**config.mk**
```make
export PLATFORM = sky130hd
export DESIGN_NAME = vred_engine
export DESIGN_NICKNAME = d
export VERILOG_FILES = /design/src/rtl/vred_pkg.sv /design/src/rtl/vred_ctrl.sv /design/src/rtl/vred_pass.sv /design/src/rtl/vred_engine.sv
export SDC_FILE = /design/constraint.sdc
export NUM_CORES = 1
export LEC_CHECK = 0
export BUFFER_PORTS_ARGS = -buffer_cell sky130_fd_sc_hd__buf_2
export CAP_MARGIN = 20
export CORE_ASPECT_RATIO = 0.8
export CORE_MARGIN = 4
export CORE_UTILIZATION = 41
export DETAILED_ROUTE_END_ITERATION = 12
export SLEW_MARGIN = 15
export SYNTH_ARGS = -nofsm -noshare
export SYNTH_HDL_FRONTEND = slang
export SYNTH_HIERARCHICAL = 1
export SYNTH_SLANG_ARGS = --single-unit
```
**constraint.sdc**
```tcl
create_clock -name clk -period 4.6 [get_ports clk]
set_input_delay 0.46 -clock clk [delete_from_list [all_inputs] [get_ports clk]]
set_output_delay 0.46 -clock clk [all_outputs]
set_load 0.005 [all_outputs]
```
**src/rtl/vred_pkg.sv**
```systemverilog
// Package: shared types for the masked vector tree reduction engine.
// Assumes nothing beyond IEEE 1800-2017 enum support.
package vred_pkg;
    typedef enum logic {
        ST_IDLE = 1'b0,
        ST_RUN  = 1'b1
    } vred_state_e;
endpackage

```
**src/rtl/vred_ctrl.sv**
```systemverilog
// Module: sequencer for the reduction engine.
// Accepts start only when idle, then issues one pass strobe per cycle while
// the current stride is below the captured length, then one finish strobe.
// Assumes vlen_q is stable during a run (it is loaded together with start).
module vred_ctrl
    import vred_pkg::*;
#(
    parameter int LANES = 8,
    parameter int LW    = $clog2(LANES + 1),
    parameter int SW    = $clog2(LANES) + 2
) (
    input  logic          clk,
    input  logic          rst_n,
    input  logic          start,
    input  logic [LW-1:0] vlen_q,
    output logic          busy,
    output logic          load,
    output logic          pass_en,
    output logic          fin,
    output logic [SW-1:0] stride
);
    localparam int PMAX = $clog2(LANES);

    vred_state_e state_q;
    logic [SW-1:0] stride_q;
    logic          more;
    logic [SW-1:0] pass_cnt;

    // Decode the current state into strobes.
    always_comb begin
        more    = stride_q < SW'(vlen_q);
        busy    = (state_q == ST_RUN);
        load    = (state_q == ST_IDLE) && start;
        pass_en = busy && more;
        fin     = busy && !more;
        stride  = stride_q;
    end

    // State and stride register: stride restarts at 1 and doubles per pass.
    always_ff @(posedge clk) begin
        if (!rst_n) begin
            state_q  <= ST_IDLE;
            stride_q <= SW'(1);
        end else if (load) begin
            state_q  <= ST_RUN;
            stride_q <= SW'(1);
        end else if (pass_en) begin
            stride_q <= stride_q << 1;
        end else if (fin) begin
            state_q  <= ST_IDLE;
        end
    end

    // Pass counter kept for the pass-count bound check below.
    always_ff @(posedge clk) begin
        if (!rst_n || load) pass_cnt <= '0;
        else if (pass_en)   pass_cnt <= pass_cnt + SW'(1);
    end

    p_pass_bound_r3: assert property (@(posedge clk) disable iff (!rst_n)
        busy |-> (pass_cnt <= SW'(PMAX)));

    p_stride_pow2_r4: assert property (@(posedge clk) disable iff (!rst_n)
        busy |-> ($onehot0(stride_q) && stride_q != '0));

    p_fin_leaves_r3: assert property (@(posedge clk) disable iff (!rst_n)
        fin |=> !busy);
endmodule

```
**src/rtl/vred_pass.sv**
```systemverilog
// Module: combinational single pass of the tree reduction.
// For half-stride H, lanes that are multiples of 2H combine with lane i+H.
// Assumes half is a power of two; partner lanes never act in the same pass,
// so every lane reads only current-pass values.
module vred_pass #(
    parameter int LANES = 8,
    parameter int DW    = 16,
    parameter int LW    = $clog2(LANES + 1),
    parameter int SW    = $clog2(LANES) + 2
) (
    input  logic [LW-1:0]             vlen_q,
    input  logic [SW-1:0]             half,
    input  logic [LANES-1:0][DW-1:0]  cur_val,
    input  logic [LANES-1:0]          cur_msk,
    output logic [LANES-1:0][DW-1:0]  nxt_val,
    output logic [LANES-1:0]          nxt_msk
);
    for (genvar gi = 0; gi < LANES; gi++) begin : g_lane
        logic          acts;
        logic          p_act;
        logic [DW-1:0] p_val;

        // Find this lane's partner and whether it is active.
        always_comb begin
            acts  = ((gi & ((int'(half) << 1) - 1)) == 0);
            p_act = 1'b0;
            p_val = '0;
            for (int j = 0; j < LANES; j++) begin
                if (j == gi + int'(half) && j < int'(vlen_q)) begin
                    p_act = cur_msk[j];
                    p_val = cur_val[j];
                end
            end
        end

        // Predicated combine: sum, adopt, or keep.
        always_comb begin
            nxt_val[gi] = cur_val[gi];
            nxt_msk[gi] = cur_msk[gi];
            if (acts) begin
                if (cur_msk[gi] && p_act) nxt_val[gi] = cur_val[gi] + p_val;
                else if (p_act)           nxt_val[gi] = p_val;
                nxt_msk[gi] = cur_msk[gi] | p_act;
            end
        end
    end
endmodule

```
**src/rtl/vred_engine.sv**
```systemverilog
// Module: top of the masked vector tree reduction engine.
// Holds the working lane file and working mask, loads them on an accepted
// start, applies one pass per cycle and latches the result on finish.
// Assumes vlen <= LANES when start is accepted.
module vred_engine #(
    parameter int LANES = 8,
    parameter int DW    = 16,
    parameter int LW    = $clog2(LANES + 1)
) (
    input  logic                 clk,
    input  logic                 rst_n,
    input  logic                 start,
    input  logic [LW-1:0]        vlen,
    input  logic [LANES*DW-1:0]  elem_in,
    input  logic [LANES-1:0]     mask_in,
    output logic                 busy,
    output logic                 done,
    output logic                 result_valid,
    output logic [DW-1:0]        result,
    output logic [LANES-1:0]     cond_out
);
    localparam int SW = $clog2(LANES) + 2;

    logic                      load, pass_en, fin;
    logic [SW-1:0]             stride;
    logic [LW-1:0]             vlen_q;
    logic [LANES-1:0][DW-1:0]  val_q, val_nxt;
    logic [LANES-1:0]          msk_q, msk_nxt;
    logic [LANES-1:0]          below_len;

    vred_ctrl #(.LANES(LANES), .LW(LW), .SW(SW)) ctrl_i (
        .clk(clk), .rst_n(rst_n), .start(start), .vlen_q(vlen_q),
        .busy(busy), .load(load), .pass_en(pass_en), .fin(fin),
        .stride(stride)
    );

    vred_pass #(.LANES(LANES), .DW(DW), .LW(LW), .SW(SW)) pass_i (
        .vlen_q(vlen_q), .half(stride), .cur_val(val_q), .cur_msk(msk_q),
        .nxt_val(val_nxt), .nxt_msk(msk_nxt)
    );

    // Lanes inside the captured length, for the range check.
    always_comb begin
        for (int i = 0; i < LANES; i++) below_len[i] = (i < int'(vlen_q));
    end

    // Working lane file and mask: parallel load, then per-pass update.
    always_ff @(posedge clk) begin
        if (!rst_n) begin
            val_q  <= '0;
            msk_q  <= '0;
            vlen_q <= '0;
        end else if (load) begin
            vlen_q <= vlen;
            for (int i = 0; i < LANES; i++) begin
                if (i < int'(vlen) && mask_in[i]) begin
                    msk_q[i] <= 1'b1;
                    val_q[i] <= elem_in[i*DW +: DW];
                end else begin
                    msk_q[i] <= 1'b0;
                    val_q[i] <= '0;
                end
            end
        end else if (pass_en) begin
            val_q <= val_nxt;
            msk_q <= msk_nxt;
        end
    end

    // Result latch and done pulse.
    always_ff @(posedge clk) begin
        if (!rst_n) begin
            done         <= 1'b0;
            result_valid <= 1'b0;
            result       <= '0;
            cond_out     <= '0;
        end else begin
            done <= fin;
            if (fin) begin
                result_valid <= (vlen_q != '0) && msk_q[0];
                result       <= ((vlen_q != '0) && msk_q[0]) ? val_q[0] : '0;
                cond_out     <= msk_q;
            end
        end
    end

    p_done_single_r3: assert property (@(posedge clk) disable iff (!rst_n)
        done |=> !done);

    p_mask_grows_r7: assert property (@(posedge clk) disable iff (!rst_n)
        pass_en |=> ((msk_q & $past(msk_q)) == $past(msk_q)));

    p_cond_range_r7: assert property (@(posedge clk) disable iff (!rst_n)
        done |-> ((cond_out & ~below_len) == '0));

    p_valid_cond_r8: assert property (@(posedge clk) disable iff (!rst_n)
        (done && result_valid) |-> (cond_out[0] && vlen_q != '0));

    p_busy_hold_r9: assert property (@(posedge clk) disable iff (!rst_n)
        (busy && start) |=> $stable(vlen_q));
endmodule

```
### Word level (Yosys, flattened, before mapping)

Index checks and enable logic that the tools add are counted.

* output and inout port bits: 27
* latch bits: 0
* word-level logic and storage cells: 440
* input port bits: 143
* register bits after elaboration: 172
* bits in writable memories: 0
* memories: 0
* bits in read-only memories: 0

* shift-type cells: 0
* add/sub/neg operators: 16
* multipliers: 0
* equal/unequal tests: 57
* bitwise gates (word level): 10
* mux-type cells: 182
* reduce and logical (&&, ||, !) cells: 135
* order comparisons: 17
* divide/modulo/power cells: 0

Operator list (number)
* $mux 16: 96
* $eq 4x32->1 const A: 28
* $logic_not 32->1: 15
* $eq 3x32->1 const A: 14
* $mux 128: 2
* $eq 2x32->1 const A: 7
* $add 16x16->16: 8
* $logic_and 1x1->1: 84
* $mux 1: 82
* $lt 3x4->1 const A: 8
* $add 3x5->6 const A: 4
* $reduce_bool 3->1: 8
* $reduce_and 3->1: 7
* $eq 4x5->1 const A: 4
* $reduce_and 2->1: 9
* $reduce_bool 2->1: 9
* $lt 1x4->1 const A: 4
* $lt 2x4->1 const A: 4
* $mux 8: 2
* $add 2x5->6 const A: 2
* $eq 3x5->1 const A: 2
* $or 1x1->1: 8
* $add 1x5->6 const A: 1
* $eq 2x5->1 const A: 1
* other kinds (7): 8

### Longest topological paths before layout

* word-level depth: 16
* gate-level depth with buffers: 27
* mapped depth without buffers: 24

### Modules after synthesis

The synthesis kept the hierarchy.

Modules (own cells, without submodules)
* vred_pass: cells each 1437, instances 1, area each 9190.1 um^2, sequential area each 0.0 um^2
* vred_engine: cells each 966, instances 1, area each 8164.1 um^2, sequential area each 3323.2 um^2
* vred_ctrl: cells each 37, instances 1, area each 340.3 um^2, sequential area each 120.1 um^2

### Worst setup path before layout

No wires, ideal clock.

* path type: register to register
* start point: register ctrl_i.stride_q[1], in the netlist ctrl_i/stride[1]
* end point: register val_q[110] (netlist bit)
* path buffers: 2
* arrival time: 4.643 ns
* path slack: -0.113 ns
* cell stages (with the launch flop): 27
* cells stage by stage: dfxtp_1 > inv_1 > ha_1 > or4b_1 > buf_4 > a21oi_4 > buf_2 > a32oi_1 > a211oi_1 > a21oi_1 > a21oi_1 > nand2_1 > a21oi_1 > ha_1 > inv_1 > fa_1 > nor2b_1 > o21ai_0 > a21oi_1 > o21a_1 > nor3_1 > o21ai_0 > mux2i_1 > o31ai_1 > nor2b_1 > o22a_1 > a21oi_1

RTL lines
* from (decl): RTL line vred_ctrl.sv:25 `logic [SW-1:0] stride_q;`
* from (signal assigned): RTL line vred_ctrl.sv:48 `stride_q <= stride_q << 1;`
* to (signal, indexed assignment): RTL line vred_engine.sv:58 `val_q[i] <= elem_in[i*DW +: DW];`
* to (signal assigned): RTL line vred_engine.sv:65 `val_q <= val_nxt;`
* to (decl): RTL line vred_engine.sv:27 `logic [LANES-1:0][DW-1:0] val_q, val_nxt;`

==> results_dict.tcl <==
set metrics [dict create \
    ys.flop_type "dfxtp_1" \
    cts.sinks 172 \
    worstHoldEndpoint "val_q[6]" \
    io_pins 170 \
    r2r_cells 22 \
    ys_types 100 \
    synth.avg_cell_area_sq_um 7.25 \
    ctsHoldBuffers 0 \
    grt_pass1_vias 19587 \
    gr-total-overflow 0 \
    worst_pin_slew_ps 1050 \
    cellLeakagePower_nw 10.1 \
    avgViaCountPerCell 6.38 \
    clkTransAtPathRegs_ps 90 \
    start_util 0.419 \
    combPwrFrac 0.385 \
    gp_congestion 1.06 \
    die_area_sq_um 46600 \
    maxSlewViolCount 0 \
    final.fill_count 4160 \
    core_sq_um 42300 \
    crit_path_end_kind "register" \
    die_w_um 240 \
    numCtsBuffers 17 \
    final-hold-violation-count 0 \
    drc 0 \
    rsz0062_at_grt "true" \
    worstReg2RegStart "ctrl_i/stride[1]" \
    p_int_w 0.00337 \
    netlist_area_sq_um 17700 \
    cts_max_level 4 \
    grt_pass1_wl_um 133000 \
    nets 3030 \
    synth-seq-cells 172 \
    clkPwrFrac 0.270 \
    path_common_cell "ha_4" \
    start_kind "register" \
    cts_tree "built" \
    failed_checks "setup timing" \
    cts_root_buffer "clkbuf_16" \
    wire_per_inst_um 27.2 \
    power_density_nw_per_um2 252 \
    cp.required_ps 5020 \
    yosysSeqAreaShare 0.195 \
    finalHoldWorstSlack_ps 205 \
    grt_max_degree 119 \
    hp-class "input pin to register" \
    yosysWarnings 6 \
    vdd_drop_max_mv 0.284 \
    cp_slowest_cell "or4b_4" \
    cp_max_fo 4 \
    cp_cell_sequence "inv_2 > ha_4 > or4b_4 > a211oi_4 > buf_4 > buf_6 > a32oi_1 > a211o_1 > a31oi_4 > a221oi_2 > inv_1 > ha_4 > a21oi_4 > o21ai_2 > a21o_1 > and3_4 > o31a_1 > mux2_2 > a311oi_2 > nor2b_1 > o22a_1 > a21oi_1" \
    synthCells 2440 \
    postRouteAntennaNets 0 \
    die_h_um 194 \
    critPathMaxStageDelay_ps 580 \
    setup-violations-final 9 \
    drt_iter0_markers 2203 \
    slew-limit-headroom 0.298 \
    p_switching_w 0.00242 \
    clockBufferDepth 2 \
    swShare 0.418 \
    timing.final.crit_share 1.02 \
    drive_above_1_share 0.328 \
    wirelength_um 91900 \
    critPathKind "register to register" \
    synthArstFlopShare 0 \
    fp-row-count 67 \
    vias 21565 \
    layout_min_cycle_time_ps 4670 \
    worstHoldStart "elem_in[6]" \
    finClkSkew_ps 22.1 \
    antenna_found_initial 1 \
    dr.pass1.iters 6 \
    fmax_mhz 214 \
    grt_usage 0.379 \
    cp.arrival_ps 5090 \
    port_buffers 169 \
    worstSkewPairLatency_ps 490 \
    syn_nets 2658 \
    rrSetupSlack_ps -70 \
    reg2reg_to "val_q[111]" \
    synth_edf_count 0 \
    synthToLayoutAreaGrowth_pct 30.0 \
    p_seq_frac 0.345 \
    max_cap_violations 0 \
    hpwl_um 70800 \
    min_path_cells 3 \
    setup_slack_ps -72.0 \
    status "complete, but fails checks" \
    fin_util 0.544 \
]
## state kept, by name (all words and copies together), names as in the netlist
signal,cells
ctrl_i/stride,5
val_q,128
vlen_q,4
done,1
ctrl_i/busy,1
result_valid,1
result,16
msk_q,8
cond_out,8
## synthesized netlist by cell type, drive strengths merged, types with 12 or more instances
library cell | count | share of area
nor2b | 95 | 0.034
o22a | 17 | 0.0084
mux2i | 51 | 0.029
a221oi | 36 | 0.020
a21o | 52 | 0.022
dfxtp | 172 | 0.19
xnor2 | 20 | 0.0099
a31oi | 29 | 0.011
buf | 161 | 0.059
nand4 | 17 | 0.0060
a31o | 12 | 0.0059
o21ai | 263 | 0.076
xor2 | 15 | 0.0074
nand3 | 116 | 0.036
nor3 | 73 | 0.022
ha | 71 | 0.050
o22ai | 47 | 0.017
a2bb2oi | 28 | 0.014
inv | 91 | 0.019
nand2b | 15 | 0.0053
o21a | 17 | 0.0072
o221ai | 24 | 0.012
and3 | 17 | 0.0063
o211a | 37 | 0.021
a211oi | 25 | 0.012
nor2 | 161 | 0.034
clkbuf | 104 | 0.022
a21oi | 188 | 0.057
o221a | 21 | 0.013
nand3b | 18 | 0.0076
nand2 | 206 | 0.044
and2 | 30 | 0.011
o31ai | 15 | 0.0071
a221o | 28 | 0.016
o2bb2ai | 18 | 0.0089
## final cells by class
cell class	count	area (sq um)	share of cell area
clock buffers	17	425	0.0185
flip-flops and latches	172	3450	0.150
inverters	93	350	0.0152
diodes	2	5.00	0.000218
clock inverters	15	180	0.00783
multi-input cells	1910	13500	0.586
well taps	552	691	0.0300
repair buffers	618	4410	0.192
## how the worst max path moves through the flow
stage | startpoint | to | slack, ps
3_5_place_dp | ctrl_i/stride[1] | val_q[111] | -460
3_3_place_gp | ctrl_i/stride[1] | val_q[111] | -360
4_1_cts | ctrl_i/stride[1] | val_q[111] | -8
6_report | ctrl_i/stride[1] | val_q[111] | -70
2_1_floorplan | ctrl_i/stride[1] | val_q[110] | -30
5_1_grt | ctrl_i/stride[1] | val_q[108] | -280
## power groups by stage
stage | registers (W) | logic (W) | clock network, W
4_1_cts | 0.00196 | 0.00211 | 0.00159
2_1_floorplan | 0.00180 | 0.00128 | 0
3_5_place_dp | 0.00199 | 0.00203 | 0
3_3_place_gp | 0.00199 | 0.00200 | 0
6_report | 0.00200 | 0.00223 | 0.00157
5_1_grt | 0.00199 | 0.00240 | 0.00166
## kinds of logic (layout without fill, tap and decap cells)
logic type / count (synthesis) / in the layout / share of synthesized area
xor+xnor: 35 / 35 / 0.0173
other cells: 0 / 2 / 0
simple gates: 783 / 783 / 0.220
flops: 172 / 172 / 0.195
buf+inv: 358 / 743 / 0.101
compound gates: 956 / 956 / 0.377
fa+ha+maj: 75 / 75 / 0.0547
mux: 61 / 61 / 0.0352
## cell usage in the layout (no fill, tap or decap), drive strengths merged, types with 36 or more instances in the layout
cell and instances:
a21o 52, a21oi 188, a221oi 36, buf 618, dfxtp 172, ha 71, inv 97, mux2i 51
nand2 206, nand3 116, nor2 161, nor2b 95, nor3 73, o211a 37, o21ai 263, o22ai 47
## per-stage QoR
stage                     cells  instance area (sq um)  setup TNS (ps)  setup slack, ps  power [W]
after floorplan            2440                  17700           -27.5            -27.5    0.00308
after global placement     3317                  21100           -4340             -362    0.00400
after detailed placement   3317                  21100           -6200             -459    0.00403
after CTS                  3364                  22300           -7.96            -7.96    0.00567
after global routing       3377                  23000           -3030             -277    0.00604
final                      3379                  23000            -425            -72.0    0.00580
## what timing repair did
item	CTS	global route
pin swaps	62	68
setup endpoints to repair	31	32
resized for setup	131	140
setup buffers	16	11
## worst max-delay path: cells and delay by family, from the launching register on
kind,cells,cell delay [ps]
muxes,1,280
and+or+nand+nor,3,820
adders and majority gates,2,360
DFF,1,340
buffers and inverters,4,470
AOI/OAI and AO/OA,12,2330
## routing by layer
layer	GRT usage	part of all wire	up-vias
li1	-	-	9761
met1	0.551	0.45	10515
met2	0.545	0.41	1083
met3	0.0941	0.098	204
met4	0.121	0.036	2
met5	0	0.00020	-
(Power assumes the default switching activity.)
